**config.mk**
```make
export PLATFORM = sky130hd
export DESIGN_NAME = hw_cursor_line
export DESIGN_NICKNAME = d
export VERILOG_FILES = /design/src/rtl/hwc_pkg.sv /design/src/rtl/hwc_addr_gen.sv /design/src/rtl/hwc_line_buf.sv /design/src/rtl/hwc_pix_sel.sv /design/src/rtl/hw_cursor_line.sv
export SDC_FILE = /design/constraint.sdc
export NUM_CORES = 1
export LEC_CHECK = 0
export ABC_AREA = 0
export CAP_MARGIN = 20
export CORE_AREA = 4 4 203 205
export DETAILED_ROUTE_END_ITERATION = 6
export DIE_AREA = 0 0 207 209
export HOLD_SLACK_MARGIN = 0.12
export PLACE_DENSITY = 0.6
export SLEW_MARGIN = 15
export SYNTH_ARGS = -nofsm -noshare
export SYNTH_HDL_FRONTEND = slang
export SYNTH_SLANG_ARGS = --single-unit
```
**constraint.sdc**
```tcl
create_clock -name clk -period 7.9 [get_ports clk]
set_input_delay 1.975 -clock clk [delete_from_list [all_inputs] [get_ports clk]]
set_output_delay 1.975 -clock clk [all_outputs]
set_load 0.1 [all_outputs]
```
**src/rtl/hwc_pkg.sv**
```systemverilog
package hwc_pkg;

  typedef enum logic [1:0] {
    HWC_IDLE,
    HWC_FETCH,
    HWC_EMIT,
    HWC_FIN
  } hwc_state_e;

  // Image base moved back by the hotspot: upper half in bytes, lower half in 16-byte rows
  function automatic logic [31:0] hwc_eff_base(input logic [31:0] base,
                                               input logic [31:0] hot);
    logic [31:0] byte_back;
    logic [31:0] row_back;
    byte_back = {16'h0000, hot[31:16]};
    row_back  = {12'h000, hot[15:0], 4'h0};
    return base - byte_back - row_back;
  endfunction

  // First byte of the cursor row that the scan row hits
  function automatic logic [31:0] hwc_line_addr(input logic [31:0] eff,
                                                input logic [31:0] row,
                                                input logic [31:0] pitch);
    return eff + row * pitch;
  endfunction

  // Visible pixels on a line, from the display-width field in 8-pixel units
  function automatic logic [15:0] hwc_vis_width(input logic [31:0] htd);
    return ({5'h00, htd[26:16]} + 16'd1) << 3;
  endfunction

  // Pixel pos within a byte, most significant bit first
  function automatic logic hwc_msb_first(input logic [7:0] b, input logic [2:0] pos);
    return b[3'd7 - pos];
  endfunction

endpackage

```
**src/rtl/hwc_addr_gen.sv**
```systemverilog
module hwc_addr_gen
  import hwc_pkg::*;
#(
  parameter int ADDR_W = 27,
  parameter int Y_W    = 12,
  parameter int CUR_H  = 64,
  parameter int PITCH  = 16
) (
  input  logic [Y_W-1:0]    scan_y,
  input  logic [Y_W-1:0]    cur_y,
  input  logic [ADDR_W-1:0] cur_base,
  input  logic [31:0]       hotspot,
  output logic              in_window,
  output logic [ADDR_W-1:0] line_addr
);

  logic [Y_W:0]  row_diff;
  logic [31:0]   eff_base;
  logic [31:0]   row_ext;
  logic [31:0]   line_full;

  always_comb begin
    row_diff  = {1'b0, scan_y} - {1'b0, cur_y};
    // negative difference sets the top bit: row above the cursor
    in_window = !row_diff[Y_W] && (32'(row_diff[Y_W-1:0]) < 32'(CUR_H));
    row_ext   = 32'(row_diff[Y_W-1:0]);
    eff_base  = hwc_eff_base(32'(cur_base), hotspot);
    line_full = hwc_line_addr(eff_base, row_ext, 32'(PITCH));
    line_addr = line_full[ADDR_W-1:0];
  end

endmodule

```
**src/rtl/hwc_line_buf.sv**
```systemverilog
module hwc_line_buf #(
  parameter int NBYTES = 16,
  parameter int IDX_W  = $clog2(NBYTES)
) (
  input  logic                  clk,
  input  logic                  rst_n,
  input  logic                  wr_en,
  input  logic [IDX_W-1:0]      wr_idx,
  input  logic [7:0]            wr_data,
  output logic [NBYTES*8-1:0]   planes
);

  for (genvar g = 0; g < NBYTES; g++) begin : g_byte
    logic [7:0] byte_q;
    always_ff @(posedge clk) begin
      if (!rst_n) begin
        byte_q <= 8'h00;
      end else if (wr_en && (wr_idx == IDX_W'(g))) begin
        byte_q <= wr_data;
      end
    end
    assign planes[g*8 +: 8] = byte_q;
  end

endmodule

```
**src/rtl/hwc_pix_sel.sv**
```systemverilog
module hwc_pix_sel
  import hwc_pkg::*;
#(
  parameter int CUR_W = 64,
  parameter int PLANE_BYTES = CUR_W / 8,
  parameter int PI_W = $clog2(CUR_W)
) (
  input  logic [2*PLANE_BYTES*8-1:0] planes,
  input  logic [PI_W-1:0]            pix_idx,
  input  logic [23:0]                color0,
  input  logic [23:0]                color1,
  output logic                       mask_bit,
  output logic [31:0]                argb
);

  localparam int BSEL_W = PI_W - 3;

  logic [BSEL_W-1:0] byte_sel;
  logic [2:0]        bit_pos;
  logic [7:0]        mask_byte;
  logic [7:0]        col_byte;
  logic              col_bit;

  always_comb begin
    byte_sel  = pix_idx[PI_W-1:3];
    bit_pos   = pix_idx[2:0];
    mask_byte = planes[32'(byte_sel) * 8 +: 8];
    col_byte  = planes[(32'(byte_sel) + PLANE_BYTES) * 8 +: 8];
    mask_bit  = hwc_msb_first(mask_byte, bit_pos);
    col_bit   = hwc_msb_first(col_byte, bit_pos);
    argb      = {8'hFF, (col_bit ? color1 : color0)};
  end

endmodule

```
**src/rtl/hw_cursor_line.sv**
```systemverilog
module hw_cursor_line
  import hwc_pkg::*;
#(
  parameter int ADDR_W = 27,
  parameter int Y_W    = 12,
  parameter int X_W    = 14,
  parameter int CUR_W  = 64,
  parameter int CUR_H  = 64
) (
  input  logic              clk,
  input  logic              rst_n,
  input  logic              line_start,
  input  logic [Y_W-1:0]    scan_y,
  input  logic [X_W-1:0]    cur_x,
  input  logic [Y_W-1:0]    cur_y,
  input  logic [ADDR_W-1:0] cur_base,
  input  logic [31:0]       hotspot,
  input  logic [23:0]       color0,
  input  logic [23:0]       color1,
  input  logic [31:0]       htotal_disp,
  output logic              mem_req,
  output logic [ADDR_W-1:0] mem_addr,
  input  logic              mem_rvalid,
  input  logic [7:0]        mem_rdata,
  output logic              px_valid,
  output logic [X_W-1:0]    px_x,
  output logic [31:0]       px_argb,
  output logic              px_mask,
  output logic              line_done
);

  localparam int PLANE_BYTES = CUR_W / 8;
  localparam int PITCH       = 2 * PLANE_BYTES;
  localparam int BI_W        = $clog2(PITCH);
  localparam int PI_W        = $clog2(CUR_W);
  localparam int WW          = X_W + 2;

  hwc_state_e            state_q;
  logic                  in_window;
  logic [ADDR_W-1:0]     line_addr;
  logic [ADDR_W-1:0]     line_addr_q;
  logic [X_W-1:0]        x0_q;
  logic [23:0]           c0_q;
  logic [23:0]           c1_q;
  logic [WW-1:0]         width_q;
  logic [BI_W-1:0]       byte_idx_q;
  logic [PI_W-1:0]       pix_idx_q;
  logic [PITCH*8-1:0]    planes;
  logic                  sel_mask;
  logic [31:0]           sel_argb;

  // named events for the checker
  logic                  st_idle;
  logic                  byte_arrive;
  logic                  fetch_last;
  logic [WW-1:0]         cand_x;
  logic                  emit_stop;
  logic                  pix_last;

  assign st_idle     = (state_q == HWC_IDLE);
  assign byte_arrive = (state_q == HWC_FETCH) && mem_rvalid;
  assign fetch_last  = byte_arrive && (byte_idx_q == BI_W'(PITCH - 1));
  assign cand_x      = WW'(x0_q) + WW'(pix_idx_q);
  assign emit_stop   = (cand_x >= width_q);
  assign pix_last    = (pix_idx_q == PI_W'(CUR_W - 1));

  assign mem_req  = (state_q == HWC_FETCH);
  assign mem_addr = line_addr_q + ADDR_W'(byte_idx_q);

  hwc_addr_gen #(
    .ADDR_W (ADDR_W),
    .Y_W    (Y_W),
    .CUR_H  (CUR_H),
    .PITCH  (PITCH)
  ) u_addr (
    .scan_y    (scan_y),
    .cur_y     (cur_y),
    .cur_base  (cur_base),
    .hotspot   (hotspot),
    .in_window (in_window),
    .line_addr (line_addr)
  );

  hwc_line_buf #(
    .NBYTES (PITCH)
  ) u_buf (
    .clk     (clk),
    .rst_n   (rst_n),
    .wr_en   (byte_arrive),
    .wr_idx  (byte_idx_q),
    .wr_data (mem_rdata),
    .planes  (planes)
  );

  hwc_pix_sel #(
    .CUR_W (CUR_W)
  ) u_sel (
    .planes   (planes),
    .pix_idx  (pix_idx_q),
    .color0   (c0_q),
    .color1   (c1_q),
    .mask_bit (sel_mask),
    .argb     (sel_argb)
  );

  always_ff @(posedge clk) begin
    if (!rst_n) begin
      state_q     <= HWC_IDLE;
      line_addr_q <= '0;
      x0_q        <= '0;
      c0_q        <= '0;
      c1_q        <= '0;
      width_q     <= '0;
      byte_idx_q  <= '0;
      pix_idx_q   <= '0;
      px_valid    <= 1'b0;
      px_x        <= '0;
      px_argb     <= '0;
      px_mask     <= 1'b0;
      line_done   <= 1'b0;
    end else begin
      px_valid  <= 1'b0;
      line_done <= 1'b0;
      unique case (state_q)
        HWC_IDLE: begin
          if (line_start) begin
            line_addr_q <= line_addr;
            x0_q        <= cur_x;
            c0_q        <= color0;
            c1_q        <= color1;
            width_q     <= WW'(hwc_vis_width(htotal_disp));
            byte_idx_q  <= '0;
            pix_idx_q   <= '0;
            state_q     <= in_window ? HWC_FETCH : HWC_FIN;
          end
        end
        HWC_FETCH: begin
          if (fetch_last) begin
            state_q <= HWC_EMIT;
          end else if (byte_arrive) begin
            byte_idx_q <= byte_idx_q + BI_W'(1);
          end
        end
        HWC_EMIT: begin
          if (emit_stop) begin
            state_q <= HWC_FIN;
          end else begin
            px_valid <= 1'b1;
            px_x     <= cand_x[X_W-1:0];
            px_argb  <= sel_argb;
            px_mask  <= sel_mask;
            if (pix_last) begin
              state_q <= HWC_FIN;
            end else begin
              pix_idx_q <= pix_idx_q + PI_W'(1);
            end
          end
        end
        HWC_FIN: begin
          line_done <= 1'b1;
          state_q   <= HWC_IDLE;
        end
        default: state_q <= HWC_IDLE;
      endcase
    end
  end

endmodule

```
==> flow_summary.yaml, run 1 <==
status:
  outcome: "finished clean"
place:
  port_buffers: 244
  place_hpwl_um: 29200
  placedCellCount: 2423
  dpl_worst_slack_ps: 1390
  place_area_um2: 18300
  place_congestion: 0.841
detailed_routing:
  drtIter0Drc: 832
  dr_total_vias: 12700
  routed_via_density: 5.13
  routed_wl_um: 40700
  ant_nets: 0
  drc: 0
  avgRoutedWirePerCell_um: 16.4
  first_pass_iters: 5
flow_run:
  maxCapViolCount: 0
sta:
  min_period_ps: 5950
  rsz0062_at_grt: "false"
  fin_crit_sh: 0.753
  finalHoldViolCount: 0
  worst_slack_ps: 1950
  report.final.slew_viol_count: 0
  tightest_slew_ps: 1120
  clock_skew_ps: 20.9
  setup_tns_ps: 0
  relSlewSlack: 0.234
  max_freq_mhz: 168
  setup_violations: 0
clock_tree:
  cts_resized: 0
  cts_root_buf: "clkbuf_16"
  cts_buffers: 29
  cts.htree.levels: 1
  path_clk_slew_ps: 60
  clk-insertion-delay-late_ps: 550
  post_cts_buffers: 0
  cts_tree: "yes"
  cts_hold_buf: 0
  cts_max_path_buffers: 3
  cts.sinks: 283
power:
  fin_total_pwr_w: 0.00571
  power_leakage_nw: 7.44
  intPower_w: 0.00327
  seq_power_share: 0.306
  pwr-share-clk: 0.255
  p_per_area_nw_per_um2: 295
  ir_drop_uv: 189
  p_sw_w: 0.00244
  combPwrFrac: 0.439
  p_sw_frac: 0.428
setup_path:
  r2r-end: "px_x[10]"
  worstSetupStartpoint: "cur_y[0]"
  end_kind: "flop"
  r2r_cells: 15
  critPathKind: "in -> reg"
  critPathMaxFanout: 8
  arrival_ps: 6340
  crit_path_start_kind: "primary input"
  cp.required_ps: 8290
  rr_startpoint: "pix_idx_q[0]"
  ff2ff_setup_slack_ps: 2730
  crit_path_end: "line_addr_q[23]"
grt:
  grt_max_degree: 122
  grtUsageTotal: 0.179
  grt_pass1_wl_um: 65400
  antenna_found_initial: 1
  overflow: 0
  grt_pass1_vias: 12500
synthesis:
  synth_cells: 1750
  synth_cell_types: 71
  async_flop_share: 0
  synthFlopType: "dfxtp_1"
  ys_ff_latch: 283
  syn-num-nets: 2049
  synth_edf_count: 0
  synth_top_area_cell: "dfxtp_1"
  synth.cell_area_um2: 15600
  synthMostInstantiatedCell: "dfxtp_1"
  synthTopCellsByCount: "283 x dfxtp_1, 233 x nor2_1, 201 x nand2_1"
  syn_area_per_cell_um2: 8.92
  synth_top_area_share: 0.363
  yosysSeqAreaShare: 0.363
  synth_area_leaders: "dfxtp_1 36%, mux2i_1 10%, ha_1 6.5%"
  synth_warnings: 0
floorplanning:
  dieArea_um2: 43300
  initial_core_util: 0.396
  fp.dieW_um: 207
  core_area_um2: 39500
  io_pins: 266
  rows: 73
  die_y_um: 209
cells_and_area:
  nNetsFinal: 2228
  syn2layout_area_growth_pct: 23.8
  finalNonFillerCells: 2478
  fillCellCount: 3812
  design_area_um2: 19300
  layout-drive-gt1-share: 0.0512
hold_path:
  hold_class: "reg -> reg"
state kept, by name, summed over array words and instances, names as in the netlist:
register             count
u_buf.g_byte.byte_q    128
line_addr_q             27
px_argb                 25
c0_q                    24
c1_q                    24
px_x                    14
x0_q                    14
width_q                 12
pix_idx_q                6
byte_idx_q               4
state_q                  2
line_done                1
px_mask                  1
px_valid                 1
layout make-up:
| type | count | area, µm² | area share |
|---|---|---|---|
| antenna | 1 | 2.50 | 0.000129 |
| multi-input combinational | 1251 | 9050 | 0.468 |
| inverter | 112 | 425 | 0.0220 |
| clock inverter | 14 | 206 | 0.0107 |
| clock buffer | 40 | 817 | 0.0423 |
| sequential | 283 | 5670 | 0.293 |
| tap | 525 | 657 | 0.0340 |
| timing repair buffer | 252 | 2500 | 0.129 |
layout by cell type (no fill, tap or decap), drive strengths merged, types with 40 or more instances in the layout:
master,Yosys,routed
a211oi,52,52
a21oi,121,121
clkbuf,76,40
clkdlybuf4s50,0,244
dfxtp,283,283
ha,81,81
inv,111,113
mux2i,158,158
nand2,201,201
nand3,42,42
nor2,233,233
xnor2,49,49
logic make-up (layout without fill, tap and decap cells):
group | Yosys count | count (layout) | share of synthesized area
AND/OR/NAND/NOR | 578 | 578 | 0.159
AO/OA/AOI/OAI | 299 | 299 | 0.123
flip-flops | 283 | 283 | 0.363
buffers and inverters | 216 | 418 | 0.0587
multiplexers | 195 | 195 | 0.155
adder cells (fa/ha/maj) | 110 | 110 | 0.102
XOR/XNOR | 69 | 69 | 0.0387
other | 0 | 1 | 0
worst min path at each step:
stage                     cells past startpoint  slack, ps                       start                    endpoint
after floorplan                               2        430  u_buf.g_byte[15].byte_q[6]  u_buf.g_byte[15].byte_q[6]
after global placement                        2        440  u_buf.g_byte[15].byte_q[6]  u_buf.g_byte[15].byte_q[6]
after detailed placement                      2        440  u_buf.g_byte[15].byte_q[7]  u_buf.g_byte[15].byte_q[7]
after CTS                                     2        450  u_buf.g_byte[15].byte_q[7]  u_buf.g_byte[15].byte_q[7]
after global routing                          2        470  u_buf.g_byte[15].byte_q[7]  u_buf.g_byte[15].byte_q[7]
final                                         2        450                    c0_q[12]                    c0_q[12]
power by group through the flow:
stage	Combinational (W)	Sequential, W	Clock (W)
2_1_floorplan	0.00152	0.00216	0
3_3_place_gp	0.00250	0.00177	0
3_5_place_dp	0.00251	0.00178	0
4_1_cts	0.00252	0.00175	0.00149
5_1_grt	0.00271	0.00177	0.00155
6_report	0.00251	0.00175	0.00146
metrics by stage:
stage	util	hold slack [ps]
after floorplan	-	432
after global placement	0.464	439
after detailed placement	0.464	444
after CTS	0.490	453
after global routing	0.490	471
final	0.490	453
routing by layer:
| metal | vias up | global-route usage | share of wire |
|---|---|---|---|
| met3 | 41 | 0.0365 | 0.061 |
| met4 | 0 | 0.0328 | 0.015 |
| met2 | 292 | 0.301 | 0.47 |
| met5 | - | 0 | 0 |
| met1 | 5986 | 0.243 | 0.46 |
| li1 | 6390 | - | - |
critical path, stage by stage:
cell             delay, ps
clkdlybuf4s50_1        460
ha_1                   160
inv_1                   60
fa_1                   410
a21o_1                 210
a221oi_1               360
nor2_1                 130
o21a_1                 200
nor2_1                 120
xnor2_1                150
fa_1                   440
ha_1                   420
a21oi_1                260
nor2b_1                 70
o31ai_1                190
o21ai_1                130
o221ai_1               240
mux2i_1                280
a211oi_1                80
(Power assumes the default switching activity.)
==> run 2, diff against run 1 <==
- PLACE_DENSITY: 0.6 -> 0.62
- clock period: 7.9 -> 5.3 ns (I/O delays scaled with it)
==> flow_summary.yaml, run 2 (synthesis results as in run 1) <==
detailed_routing:
  drc: 0
  routed_via_density: 5.07
  dr_total_vias: 12800
  drtIter0Drc: 725
  avgRoutedWirePerCell_um: 16.2
  first_pass_iters: 5
  ant_nets: 0
  routed_wl_um: 40800
sta:
  whs_ps: 454
  worst_slack_ps: 261
  finalHoldViolCount: 0
  min_period_ps: 5040
  setup_violations: 0
  tightest_slew_ps: 1140
  report.final.slew_viol_count: 0
  max_freq_mhz: 198
  clock_skew_ps: 19.8
  relSlewSlack: 0.235
  rsz0062_at_grt: "false"
  fin_crit_sh: 0.951
place:
  place_area_um2: 18600
  dpl_worst_slack_ps: -407
  place_congestion: 0.844
  place_hpwl_um: 29700
  port_buffers: 244
cells_and_area:
  largest_registers: "u_buf.g_byte.byte_q: 128 flops, line_addr_q: 27 flops, px_argb: 25 flops"
  multi_input_area_um2: 9090
  antenna_cells: 0
  layout_commonest_cell: "dfxtp_1"
  layout-drive-gt1-share: 0.0905
  nNetsFinal: 2277
  design_area_um2: 19700
  top_register: "u_buf.g_byte.byte_q"
  fillCellCount: 3657
  layout_common_cells: "282 x dfxtp_1, 233 x nor2_1, 221 x clkdlybuf4s50_1"
  seq_area_um2: 5670
  largest_reg_flops: 128
  syn2layout_area_growth_pct: 26.3
setup_path:
  arrival_ps: 5440
  critPathKind: "in -> reg"
  crit_path_start_kind: "primary input"
  end_kind: "flop"
  cp.required_ps: 5700
  critPathMaxFanout: 3
floorplanning:
  die_y_um: 209
  core_area_um2: 39500
  initial_core_util: 0.396
  dieArea_um2: 43300
  io_pins: 266
  rows: 73
  fp.dieW_um: 207
clock_tree:
  cts_hold_buf: 0
  cts_root_buf: "clkbuf_16"
  cts_tree: "yes"
  cts.htree.levels: 1
  clk-insertion-delay-late_ps: 560
  cts_buffers: 30
  cts_max_path_buffers: 3
  cts.sinks: 283
  path_clk_slew_ps: 60
flow_run:
  maxCapViolCount: 0
grt:
  grt_pass1_wl_um: 66100
  grtUsageTotal: 0.181
  grt_max_degree: 111
  antenna_found_initial: 0
  grt_pass1_vias: 12800
  overflow: 0
power:
  power_leakage_nw: 7.76
  ir_drop_uv: 240
  p_per_area_nw_per_um2: 442
  p_sw_frac: 0.426
  fin_total_pwr_w: 0.00871
  combPwrFrac: 0.448
  intPower_w: 0.00500
  p_sw_w: 0.00371
  pwr-share-clk: 0.252
  seq_power_share: 0.300
hold_path:
  hold_class: "reg -> reg"
status:
  outcome: "finished clean"
[run 2: changes by cell type in the layout (fill, tap and decap cells not counted), sizes merged]
cell | previous run | this run
buf | 8 | 79
bufinv | 5 | 3
clkbuf | 40 | 42
clkdlybuf4s50 | 244 | 221
clkinv | 8 | 9
diode | 1 | 0
[run 2: stage by stage]
stage                     TNS, ps  std cells  utilization
after detailed placement    -2640       2471        0.472
after global placement      -2520       2471        0.472
final                           0       2526        0.500
after global routing            0       2526        0.500
after floorplan                 0       1750            -
after CTS                       0       2526        0.499
[run 2: metal layers]
metal,global-route usage,vias to the layer above,share of wire
li1,-,6481,-
met1,0.235,5972,0.45
met4,0.0467,0,0.021
met5,0,-,0
met2,0.311,309,0.47
met3,0.0342,43,0.055
[run 2: timing repair]
item / CTS / global route
hold endpoints to repair: 0 / 0
resized for setup: 0 / 5
endpoints found under the setup margin: 0 / 2
setup buffers: 0 / 0
[run 2: path summary, 6_finish.rpt]
path,depth (start not counted),slack (ps),start,end
worst max-delay path,20,260,cur_y[0],line_addr_q[23]
worst min-delay path,2,450,c1_q[6],c1_q[6]
worst max register to register,15,910,pix_idx_q[0],px_x[6]
worst min register to register,2,450,c1_q[6],c1_q[6]
[run 2: power by group through the flow]
stage	Sequential, W	Clock (W)	Combinational (W)
3_5_place_dp	0.00266	0	0.00389
5_1_grt	0.00265	0.00234	0.00419
2_1_floorplan	0.00322	0	0.00226
3_3_place_gp	0.00264	0	0.00386
6_report	0.00261	0.00220	0.00390
4_1_cts	0.00261	0.00225	0.00391
[run 2: critical path, cell delays in order]
cell	delay, ps
clkdlybuf4s50_1	460
ha_1	160
inv_1	50
fa_1	380
a21o_1	210
a221oi_2	310
nor2_1	100
o21a_1	200
nor2_1	120
xnor2_1	140
fa_1	440
ha_1	230
buf_4	140
a21oi_1	190
nor2b_1	80
o31ai_1	180
o21ai_1	130
o221ai_1	220
mux2i_1	280
a211oi_1	80
[run 2: final cells by class]
cell class | instances | area share
inverters | 112 | 0.0216
clock inverters | 13 | 0.00742
well taps | 525 | 0.0333
flip-flops and latches | 283 | 0.287
clock buffers | 42 | 0.0460
repair buffers | 300 | 0.144
multi-input cells | 1251 | 0.461
